## config.mk

```make
export PLATFORM = sky130hd
export DESIGN_NAME = uart_regctl
export DESIGN_NICKNAME = d
export VERILOG_FILES = /design/src/rtl/uart_regctl_pkg.sv /design/src/rtl/uart_rx_fifo.sv /design/src/rtl/uart_tx_hold.sv /design/src/rtl/uart_irq_gen.sv /design/src/rtl/uart_regctl.sv
export SDC_FILE = /design/constraint.sdc
export NUM_CORES = 1
export LEC_CHECK = 0
export CAP_MARGIN = 10
export CORE_AREA = 2 2 115 117
export CTS_BUF_LIST = sky130_fd_sc_hd__clkbuf_4
export DETAILED_ROUTE_END_ITERATION = 10
export DIE_AREA = 0 0 117 119
export GPL_ROUTABILITY_DRIVEN = 0
export HOLD_SLACK_MARGIN = 0.05
export PLACE_DENSITY = 0.56
export SLEW_MARGIN = 10
export SYNTH_ARGS = -nofsm -noshare
export SYNTH_HDL_FRONTEND = slang
export SYNTH_SLANG_ARGS = --single-unit
```

## constraint.sdc

```tcl
create_clock -name clk -period 8.45 [get_ports clk]
set_input_delay 1.69 -clock clk [delete_from_list [all_inputs] [get_ports clk]]
set_output_delay 1.69 -clock clk [all_outputs]
set_load 0.03 [all_outputs]
```

## src/rtl/uart_regctl_pkg.sv

```systemverilog
package uart_regctl_pkg;

    localparam int unsigned WIN_BITS = 6;
    typedef logic [WIN_BITS-1:0] reg_off_t;

    localparam reg_off_t OFF_MODE = 6'h00;
    localparam reg_off_t OFF_STAT = 6'h04;
    localparam reg_off_t OFF_CMD  = 6'h08;
    localparam reg_off_t OFF_DATA = 6'h0C;
    localparam reg_off_t OFF_INT  = 6'h14;
    localparam reg_off_t OFF_DIVH = 6'h18;
    localparam reg_off_t OFF_DIVL = 6'h1C;

    localparam int unsigned RXSEL_BIT = 6;

    typedef enum logic [2:0] {
        ACT_NOP, ACT_PTR_HOME, ACT_RX_RESET, ACT_TX_RESET,
        ACT_ERR_CLR, ACT_BRK_ACK, ACT_BRK_ON, ACT_BRK_OFF
    } act_cmd_e;

    typedef enum logic [1:0] {
        PATH_KEEP, PATH_ON, PATH_OFF, PATH_RSVD
    } path_cmd_e;

    typedef struct packed {
        logic [1:0][7:0] mode;
        logic            mode_ptr;
        logic            rx_en;
        logic            brk_delta;
        logic [7:0]      int_mask;
    } ctl_state_t;

endpackage

```

## src/rtl/uart_rx_fifo.sv

```systemverilog
module uart_rx_fifo #(
    parameter int unsigned DEPTH = 4,
    parameter int unsigned DW    = 8
) (
    input  logic          clk,
    input  logic          rst_n,
    input  logic          flush,
    input  logic          pop,
    input  logic          push,
    input  logic [DW-1:0] push_data,
    output logic [DW-1:0] head,
    output logic          full,
    output logic          empty
);
    localparam int unsigned CNT_W = $clog2(DEPTH + 1);
    localparam logic [CNT_W-1:0] CNT_MAX = CNT_W'(DEPTH);

    typedef struct packed {
        logic [DEPTH-1:0][DW-1:0] mem;
        logic [CNT_W-1:0]         cnt;
    } fifo_state_t;

    fifo_state_t st_d, st_q;

    always_comb begin
        st_d = st_q;
        if (flush) begin
            st_d.cnt = '0;
        end else begin
            if (pop && st_q.cnt != '0) begin
                for (int i = 0; i < int'(DEPTH) - 1; i++) begin
                    st_d.mem[i] = st_q.mem[i+1];
                end
                st_d.cnt = st_q.cnt - 1'b1;
            end
            if (push) begin
                if (st_d.cnt == CNT_MAX) begin
                    st_d.cnt = st_d.cnt - 1'b1;
                end
                for (int i = 0; i < int'(DEPTH); i++) begin
                    if (CNT_W'(i) == st_d.cnt) begin
                        st_d.mem[i] = push_data;
                    end
                end
                st_d.cnt = st_d.cnt + 1'b1;
            end
        end
    end

    always_ff @(posedge clk or negedge rst_n) begin
        if (!rst_n) begin
            st_q <= '0;
        end else begin
            st_q <= st_d;
        end
    end

    assign head  = st_q.mem[0];
    assign full  = (st_q.cnt == CNT_MAX);
    assign empty = (st_q.cnt == '0);

    assert_count_bound_R7: assert property (@(posedge clk) disable iff (!rst_n)
        st_q.cnt <= CNT_MAX);

    assert_flush_empties_R4: assert property (@(posedge clk) disable iff (!rst_n)
        flush |=> empty);

    assert_push_fills_R8: assert property (@(posedge clk) disable iff (!rst_n)
        (push && !flush) |=> !empty);

endmodule

```

## src/rtl/uart_tx_hold.sv

```systemverilog
module uart_tx_hold #(
    parameter int unsigned DW = 8
) (
    input  logic          clk,
    input  logic          rst_n,
    input  logic          load,
    input  logic [DW-1:0] load_data,
    input  logic          path_reset,
    input  logic          turn_on,
    input  logic          turn_off,
    output logic          en,
    output logic          empty,
    output logic          strobe,
    output logic [DW-1:0] hold_data
);
    typedef struct packed {
        logic [DW-1:0] hold;
        logic          en;
        logic          empty;
        logic          strobe;
    } tx_state_t;

    tx_state_t st_d, st_q;

    always_comb begin
        st_d        = st_q;
        st_d.strobe = 1'b0;
        if (load) begin
            st_d.hold  = load_data;
            st_d.empty = 1'b0;
        end
        if (path_reset) begin
            st_d.en    = 1'b0;
            st_d.empty = 1'b1;
        end
        if (turn_on) begin
            st_d.en = 1'b1;
        end
        if (turn_off) begin
            st_d.en = 1'b0;
        end
        if (st_d.en && !st_d.empty) begin
            st_d.strobe = 1'b1;
            st_d.empty  = 1'b1;
        end
    end

    always_ff @(posedge clk or negedge rst_n) begin
        if (!rst_n) begin
            st_q <= '{hold: '0, en: 1'b0, empty: 1'b1, strobe: 1'b0};
        end else begin
            st_q <= st_d;
        end
    end

    assign en        = st_q.en;
    assign empty     = st_q.empty;
    assign strobe    = st_q.strobe;
    assign hold_data = st_q.hold;

    assert_strobe_state_R6: assert property (@(posedge clk) disable iff (!rst_n)
        strobe |-> (en && empty));

    assert_load_sent_R6: assert property (@(posedge clk) disable iff (!rst_n)
        (load && en && !turn_off) |=> strobe);

    assert_path_reset_R4: assert property (@(posedge clk) disable iff (!rst_n)
        (path_reset && !turn_on) |=> (empty && !en));

endmodule

```

## src/rtl/uart_irq_gen.sv

```systemverilog
module uart_irq_gen (
    input  logic       clk,
    input  logic       rst_n,
    input  logic       tx_rdy,
    input  logic       rx_rdy,
    input  logic       rx_full,
    input  logic       rx_sel_full,
    input  logic       brk_delta,
    input  logic [7:0] int_mask,
    output logic [7:0] int_status,
    output logic       irq
);
    logic rx_cause;
    logic irq_d, irq_q;

    always_comb begin
        rx_cause   = rx_sel_full ? rx_full : rx_rdy;
        int_status = {5'b0, brk_delta, rx_cause, tx_rdy};
        irq_d      = |(int_status & int_mask);
    end

    always_ff @(posedge clk or negedge rst_n) begin
        if (!rst_n) begin
            irq_q <= 1'b0;
        end else begin
            irq_q <= irq_d;
        end
    end

    assign irq = irq_q;

    assert_irq_masked_R10: assert property (@(posedge clk) disable iff (!rst_n)
        irq |-> $past(int_mask != 8'h00));

    assert_irq_idle_R10: assert property (@(posedge clk) disable iff (!rst_n)
        (int_mask == 8'h00) |=> !irq);

endmodule

```

## src/rtl/uart_regctl.sv

```systemverilog
module uart_regctl
    import uart_regctl_pkg::*;
#(
    parameter int unsigned ADDR_W     = 8,
    parameter int unsigned FIFO_DEPTH = 4,
    parameter logic [7:0]  DIV_UPPER  = 8'h01,
    parameter logic [7:0]  DIV_LOWER  = 8'h2C
) (
    input  logic              clk,
    input  logic              rst_n,
    input  logic              bus_valid,
    input  logic              bus_write,
    input  logic [ADDR_W-1:0] bus_addr,
    input  logic [7:0]        bus_wdata,
    output logic [7:0]        bus_rdata,
    input  logic              rx_valid,
    input  logic [7:0]        rx_data,
    output logic              rx_ready,
    input  logic              rx_break,
    output logic              tx_valid,
    output logic [7:0]        tx_data,
    output logic              irq
);
    localparam int unsigned DW = 8;

    ctl_state_t ctl_d, ctl_q;

    reg_off_t   off;
    logic       wr_any, rd_any;
    logic       wr_mode, wr_cmd, wr_data, wr_mask, rd_data;
    act_cmd_e   act;
    path_cmd_e  tx_cmd, rx_cmd;
    logic       tx_rst, tx_on, tx_off;
    logic       fifo_flush, fifo_push;
    logic [DW-1:0] fifo_head, push_byte;
    logic       fifo_full, fifo_empty;
    logic       tx_en, tx_empty;
    logic [7:0] status, int_status;

    generate
        if (ADDR_W > WIN_BITS) begin : g_hi_addr
            logic unused_addr_hi;
            assign unused_addr_hi = ^bus_addr[ADDR_W-1:WIN_BITS];
        end
    endgenerate

    always_comb begin
        off     = bus_addr[WIN_BITS-1:0];
        wr_any  = bus_valid && bus_write;
        rd_any  = bus_valid && !bus_write;
        wr_mode = wr_any && (off == OFF_MODE);
        wr_cmd  = wr_any && (off == OFF_CMD);
        wr_data = wr_any && (off == OFF_DATA);
        wr_mask = wr_any && (off == OFF_INT);
        rd_data = rd_any && (off == OFF_DATA);
        act     = act_cmd_e'(bus_wdata[6:4]);
        tx_cmd  = path_cmd_e'(bus_wdata[3:2]);
        rx_cmd  = path_cmd_e'(bus_wdata[1:0]);
        tx_rst  = wr_cmd && (act == ACT_TX_RESET);
        tx_on   = wr_cmd && (tx_cmd == PATH_ON);
        tx_off  = wr_cmd && (tx_cmd == PATH_OFF);
        fifo_flush = wr_cmd && (act == ACT_RX_RESET);
        rx_ready   = ctl_q.rx_en && !fifo_full && !rx_break;
        fifo_push  = rx_break || (rx_valid && rx_ready);
        push_byte  = rx_break ? '0 : rx_data;
    end

    always_comb begin
        ctl_d = ctl_q;
        if (wr_mode) begin
            ctl_d.mode[ctl_q.mode_ptr] = bus_wdata;
            ctl_d.mode_ptr             = 1'b1;
        end
        if (wr_mask) begin
            ctl_d.int_mask = bus_wdata;
        end
        if (wr_cmd) begin
            case (act)
                ACT_PTR_HOME: ctl_d.mode_ptr  = 1'b0;
                ACT_RX_RESET: ctl_d.rx_en     = 1'b0;
                ACT_BRK_ACK:  ctl_d.brk_delta = 1'b0;
                default: ;
            endcase
            case (rx_cmd)
                PATH_ON:  ctl_d.rx_en = 1'b1;
                PATH_OFF: ctl_d.rx_en = 1'b0;
                default: ;
            endcase
        end
        if (rx_break) begin
            ctl_d.brk_delta = 1'b1;
        end
    end

    always_ff @(posedge clk or negedge rst_n) begin
        if (!rst_n) begin
            ctl_q <= '0;
        end else begin
            ctl_q <= ctl_d;
        end
    end

    uart_rx_fifo #(.DEPTH(FIFO_DEPTH), .DW(DW)) u_rx_fifo (
        .clk       (clk),
        .rst_n     (rst_n),
        .flush     (fifo_flush),
        .pop       (rd_data),
        .push      (fifo_push),
        .push_data (push_byte),
        .head      (fifo_head),
        .full      (fifo_full),
        .empty     (fifo_empty)
    );

    uart_tx_hold #(.DW(DW)) u_tx_hold (
        .clk        (clk),
        .rst_n      (rst_n),
        .load       (wr_data),
        .load_data  (bus_wdata),
        .path_reset (tx_rst),
        .turn_on    (tx_on),
        .turn_off   (tx_off),
        .en         (tx_en),
        .empty      (tx_empty),
        .strobe     (tx_valid),
        .hold_data  (tx_data)
    );

    uart_irq_gen u_irq_gen (
        .clk         (clk),
        .rst_n       (rst_n),
        .tx_rdy      (tx_en),
        .rx_rdy      (!fifo_empty),
        .rx_full     (fifo_full),
        .rx_sel_full (ctl_q.mode[0][RXSEL_BIT]),
        .brk_delta   (ctl_q.brk_delta),
        .int_mask    (ctl_q.int_mask),
        .int_status  (int_status),
        .irq         (irq)
    );

    always_comb begin
        status = {4'b0, tx_empty, tx_en, fifo_full, !fifo_empty};
        case (off)
            OFF_MODE: bus_rdata = ctl_q.mode[ctl_q.mode_ptr];
            OFF_STAT: bus_rdata = status;
            OFF_DATA: bus_rdata = fifo_empty ? 8'h00 : fifo_head;
            OFF_INT:  bus_rdata = int_status;
            OFF_DIVH: bus_rdata = DIV_UPPER;
            OFF_DIVL: bus_rdata = DIV_LOWER;
            default:  bus_rdata = 8'h00;
        endcase
    end

    assert_mode_ptr_R3: assert property (@(posedge clk) disable iff (!rst_n)
        wr_mode |=> ctl_q.mode_ptr);

    assert_rx_accept_R7: assert property (@(posedge clk) disable iff (!rst_n)
        (rx_valid && rx_ready && !fifo_flush) |=> !fifo_empty);

    assert_break_cause_R8: assert property (@(posedge clk) disable iff (!rst_n)
        rx_break |=> int_status[2]);

endmodule

```

* Yosys cells after proc, flatten, opt, wreduce, memory -nomap -nowiden
Cells that the tools add are included.
** Storage, ports and cells
- Bits in registers :: 74
- Latch bits :: 0
- Bits in writable memories :: 0
- Memory bits (read-only) :: 0
- Input bits :: 30
- Output and inout bits :: 19
- Memories :: 0
** Operators by class
- Add/subtract/negate cells :: 3
- Multiply operators :: 0
- Divide/modulo/power cells :: 0
- Order comparisons :: 2
- Eq/ne operators :: 19
- Shift-type cells :: 0
- Muxes and demuxes :: 31
- Bitwise logic cells :: 2
- Reduce and logical (&&, ||, !) cells :: 34
** Operators with widths (number)
- 27-bit 2-to-1 mux :: 3
- 8-bit 2-to-1 mux :: 8
- 8-bit one-hot mux with 6 select lines :: 1
- 6-bit by 5-bit equality test with 1-bit output (second input constant) :: 3
- 1-bit logical AND :: 17
- 16-bit bitwise mux :: 1
- 3-bit 2-to-1 mux :: 5
- 6-bit by 4-bit equality test with 1-bit output (second input constant) :: 2
- 3-bit equality test (second input constant) :: 3
- 1-bit 2-to-1 mux :: 9
- 3-bit by 8-bit AND with 8-bit output :: 1
- 8-bit demux with 1-bit select :: 1
- 8-bit OR reduction :: 1
- 2-bit by 3-bit equality test with 1-bit output (first input constant) :: 2
- 3-bit by 2-bit equality test with 1-bit output (second input constant) :: 2
- 6-bit by 3-bit equality test with 1-bit output (second input constant) :: 1
- 3-bit logical NOT :: 2
- 6-bit logical NOT :: 1
- 3-bit nonzero test :: 2
- 3-bit by 1-bit subtractor with 3-bit output (second input constant) :: 2
- 1-bit logical NOT :: 5
- 2-bit by 1-bit equality test with 1-bit output (second input constant) :: 2
- 2-bit equality test (second input constant) :: 2
- 2-bit 2-to-1 mux :: 2
- 11 further kinds :: 13

* Logic depth before layout (Yosys ltp)
- Depth in word-level cells :: 14
- Mapped depth :: 19
- Depth with buffers taken out :: 15

* Hierarchy
Synthesis repeated with hierarchy kept, for this count alone.
** Unflattened totals
- Cell total of the unflattened synthesis :: 357
- Area total of the unflattened synthesis :: 4076.4 um2
** Modules (own cells, without submodules)
- uart_rx_fifo :: instances 1, cells an instance 165, area an instance 1919.3 um2, sequential area each 875.8 um2
- uart_regctl :: instances 1, cells an instance 152, area an instance 1614.0 um2, sequential area each 675.6 um2
- uart_tx_hold :: instances 1, cells an instance 27, area an instance 422.9 um2, sequential area each 276.5 um2
- uart_irq_gen :: instances 1, cells an instance 13, area an instance 120.1 um2, sequential area each 25.0 um2

* Worst setup path after synthesis
OpenSTA, ideal clock, no wires.
- Path kind :: input port to output port
- From :: input port bus_addr[2]
- To :: output port bus_rdata[4]
- Data arrival time :: 2.968 ns
- Required time :: 6.760 ns
- Setup slack :: 3.792 ns
- Stages :: 4
- Path through :: buf_4 -> nor2_1 -> nand3_2 -> o21ai_0
** Between the ends
- Cells in the longest elaborated chain, start to end :: 2
- Elaborated cells on any way between the ends :: 7
** RTL lines
- start: declaration :: line uart_regctl.sv:13 : input logic [ADDR_W-1:0] bus_addr,
- 6-bit by 5-bit equality test with 1-bit output (tied with other cells) :: line uart_regctl.sv:144 : case (off)
- 8-bit one-hot mux with 6 select lines (*) :: line uart_regctl.sv:144
- end: declaration :: line uart_regctl.sv:15 : output logic [7:0] bus_rdata,
Every way passes the cells marked *; elsewhere a longest branch is shown, timed or not.

* Final worst setup path
- From :: input port bus_addr[2]
- To :: output port bus_rdata[6]
Same word-level chain as after synthesis.

==> run summary <==
The number of routed nets with antenna violations is 0. The maximum number of pins on one net before global-route repair is 70. In this run, post-CTS repair resized a total of 0 instances. The clock skew after layout is 0.0148 ns. Counting the fill cells in the layout gives 1,305. Setup repair after global routing left no endpoint under its margin. The worst-case IR drop observed on VDD is 0.0000793 V. Measured in cells, the most critical reg-to-reg path has a length of 13. The worst setup path is launched from an input port. Of all nets on the critical path, the largest fanout is 9.

The number of warnings issued by yosys is 0. The number of endpoints failing setup at the final stage is 0. The HPWL after detailed placement is 6390 um. For the worst setup path, the data required time is 6.76 ns.

In this run the critical register-to-register path is captured at u_rx_fifo.st_q[31]. The endpoint class of the critical path is an output port. The area of the mapped netlist came out at 3730 sq um. The number of hold buffers added after CTS was 0. Cells with a size suffix above 1 make up 17.8% of the layout. The combined flip-flop and latch cell area is 1730 sq um.

The synthesized netlist contains 57 unique library cells. Each instance of the synthesized netlist takes up on average 11.4 sq um. The min-delay analysis places its worst path in the category register to register.

The post-layout net count is 411. The fraction of registers with async set or reset after synthesis came out at 100%. The delay of the slowest cell on the worst path came out at 0.73 ns. The max-cap check violation count came out at 0. Across all layers, the routed design uses 2,724 vias. The root buffer cell chosen for the clock tree is sky130_fd_sc_hd__clkbuf_4. The clock buffer count from CTS is 9.

The worst hold path begins at u_rx_fifo.st_q[33]. The post-route fraction of the period consumed by the critical path is 70.9%. The post-route minimum period came out at 5.99 ns. The worst-case register-to-register setup slack came out at 4.20 ns.

The final hold violation count came out at 0. The library cells used most frequently in the layout, excluding fill and tap cells, are 68 x sky130_fd_sc_hd__dfrtp_1, 45 x sky130_fd_sc_hd__clkdlybuf4s50_1, 28 x sky130_fd_sc_hd__mux2_2. The count of pins over their slew limit is 0.

Adding up every negative setup slack in the final design gives 0 ns. The worst slew slack as a fraction of its limit came out at 40.3%. The final global-route overflow total is 0. For the worst-skew pair, the clock arrives at the later sink with an insertion delay of 0.41 ns. The endpoint of the worst hold-timing path is u_rx_fifo.st_q[33].

The count of cells along the worst hold path came out at 2. The maximum root-to-sink buffer count came out at 2. The vertical die dimension is 119 um.

The total power density per cell area is 263 nW/um^2. The final routed wirelength across all metal layers is 8910 um. Sequential cells were found to cover 46.3% of the synthesized design area.

The remaining design rule violation count is 0. The clock drives 69 sinks. The die is 117 um wide.

The critical path is of the input port to output port type. Data on the critical path arrives at its endpoint at 4.30 ns. The layout overhead on the synthesized area is 20.5%.

The maximum clock frequency came out at 0.167 GHz. The clock tree synthesis step divided the H-tree into 3 levels. The area enclosed by the die boundary is 13,900 sq um. The number of nets handed over by synthesis was 367. The via-per-instance ratio came out at 4.93. The final cell utilization of the core came out at 34.9%. Clock-pin slew was measured on the worst setup and hold paths at 0.13 ns. The first global-routing pass estimated 14,900 um of wire. In the final layout, the multi-input gates occupy 1860 sq um. The largest individual stage delay along the critical path comes from the cell sky130_fd_sc_hd__clkdlybuf4s50_1. The core region area came out at 12,900 sq um. Yosys mapped a number of flops with a built-in enable equal to 0.

The detailed router finished its first iteration with 128 violations. The leading cell type in the layout, fill and taps excluded is sky130_fd_sc_hd__dfrtp_1. In this run the post-CTS setup repair buffer count came out at 0. The via count of the first global-routing pass is 2,865. The flow ran to the end, and the final reports show no timing, DRC or antenna violations. TritonCTS built the clock tree. The count of input and output buffers is 46. Traced cell by cell, the critical path runs through clkdlybuf4s50_1, nor4b_2, nand2_1, nor2_1, nand2_1, o21ai_0, clkdlybuf4s50_1. The completed layout was analyzed and its total power is 1.18 mW. The startpoint identified for the worst register-to-register timing path is u_rx_fifo.st_q[0]. The flop and latch count out of synthesis came out at 69.

The number of antenna violations at the first check in global routing is 0. The number of instances in the synthesized netlist is 328. The number of top-level design ports is 49. The number of rows created at floorplan came out at 42. The most used flip-flop cell after synthesis is sky130_fd_sc_hd__dfrtp_1. Across all hold checks on the routed design, the worst slack comes to 0.499 ns.

After detailed routing, the average wire length per cell comes to 16.1 um. The diode insertion count for antenna repair is 0. The slew at the pin with the worst max-slew slack is 0.896 ns. Global routing used 13.8% of the available tracks across all layers. The number of optimization iterations in the first detailed-route pass came out at 4. The initial cell density of the core is 29.0%.

The analysis attributes to cell leakage a power of 1.85 nW.
[final cells by class]
class / instances / share of cell area, %
clock inverter: 7 / 2.34
timing repair buffer: 47 / 10.3
sequential: 69 / 38.5
clock buffer: 9 / 1.50
tap: 176 / 4.90
inverter: 13 / 1.09
multi-input combinational: 232 / 41.4
[registers in the layout, indices dropped and copies added (netlist names)]
name	flops
u_tx_hold.strobe	1
u_tx_hold.en	1
ctl_q	22
u_rx_fifo.st_q	27
u_rx_fifo.head	8
u_tx_hold.empty	1
u_tx_hold.hold_data	8
u_irq_gen.irq	1
[cell families (layout without fill, tap and decap cells)]
family / Yosys count / count (layout) / share of synthesized area, %
compound gates: 100 / 100 / 21.5
simple gates: 81 / 81 / 13.2
xor+xnor: 3 / 3 / 0.705
flops: 69 / 69 / 46.3
buf+inv: 27 / 76 / 3.79
fa+ha+maj: 9 / 9 / 3.02
mux: 39 / 39 / 11.4
[cells in the mapped netlist (7+ instances only)]
library cell / number / area [sq um]
sky130_fd_sc_hd__buf_2: 8 / 40.0
sky130_fd_sc_hd__mux2i_1: 11 / 110
sky130_fd_sc_hd__dfrtp_1: 68 / 1700
sky130_fd_sc_hd__nor2_1: 14 / 52.6
sky130_fd_sc_hd__a21oi_1: 15 / 75.1
sky130_fd_sc_hd__a2bb2oi_1: 16 / 140
sky130_fd_sc_hd__o21ai_0: 16 / 80.1
sky130_fd_sc_hd__mux2_2: 28 / 315
sky130_fd_sc_hd__ha_1: 9 / 113
sky130_fd_sc_hd__nand2b_1: 10 / 62.6
sky130_fd_sc_hd__o32ai_1: 9 / 78.8
sky130_fd_sc_hd__nor2b_1: 7 / 43.8
sky130_fd_sc_hd__o22a_1: 17 / 149
sky130_fd_sc_hd__nand2_1: 21 / 78.8
sky130_fd_sc_hd__inv_1: 13 / 48.8
[where the power goes]
| group | total, mW | internal [mW] | switching [mW] |
|---|---|---|---|
| combinational | 0.436 | 0.211 | 0.224 |
| clock | 0.259 | 0.124 | 0.134 |
| sequential | 0.488 | 0.428 | 0.0597 |
| total | 1.18 | 0.764 | 0.418 |
[worst max path at each step]
stage	from	end	slack, ns	cells past startpoint
6_report	bus_addr[2]	bus_rdata[6]	2.46	7
3_3_place_gp	bus_addr[2]	u_rx_fifo.st_q[31]	2.45	12
4_1_cts	bus_addr[2]	bus_rdata[6]	2.43	7
3_5_place_dp	bus_addr[2]	u_rx_fifo.st_q[31]	2.38	12
5_1_grt	bus_addr[2]	bus_rdata[6]	2.24	7
2_1_floorplan	bus_addr[2]	bus_rdata[4]	3.79	4
[critical path, delay by kind of cell]
| kind | cells | cell delay (ns) |
|---|---|---|
| buffers and inverters | 2 | 1.42 |
| and+or+nand+nor | 4 | 1.04 |
| AOI/OAI and AO/OA | 1 | 0.14 |
[through the flow]
| stage | area, sq um | setup WS (ns) | cells |
|---|---|---|---|
| finish | 4490 | 2.46 | 553 |
| global route | 4490 | 2.24 | 553 |
| CTS | 4490 | 2.43 | 553 |
| detailed placement | 4320 | 2.38 | 537 |
| global placement | 4320 | 2.45 | 537 |
| floorplan | 3730 | 3.79 | 328 |
[layer usage]
| metal | track usage (%) | vias to the layer above | part of all wire [%] |
|---|---|---|---|
| met5 | 0 | - | 0 |
| met4 | 2.65 | 0 | 0.50 |
| met3 | 3.77 | 4 | 4.7 |
| met2 | 21.1 | 56 | 46 |
| met1 | 19.8 | 1341 | 49 |
| li1 | - | 1323 | - |
(Power assumes the default switching activity.)
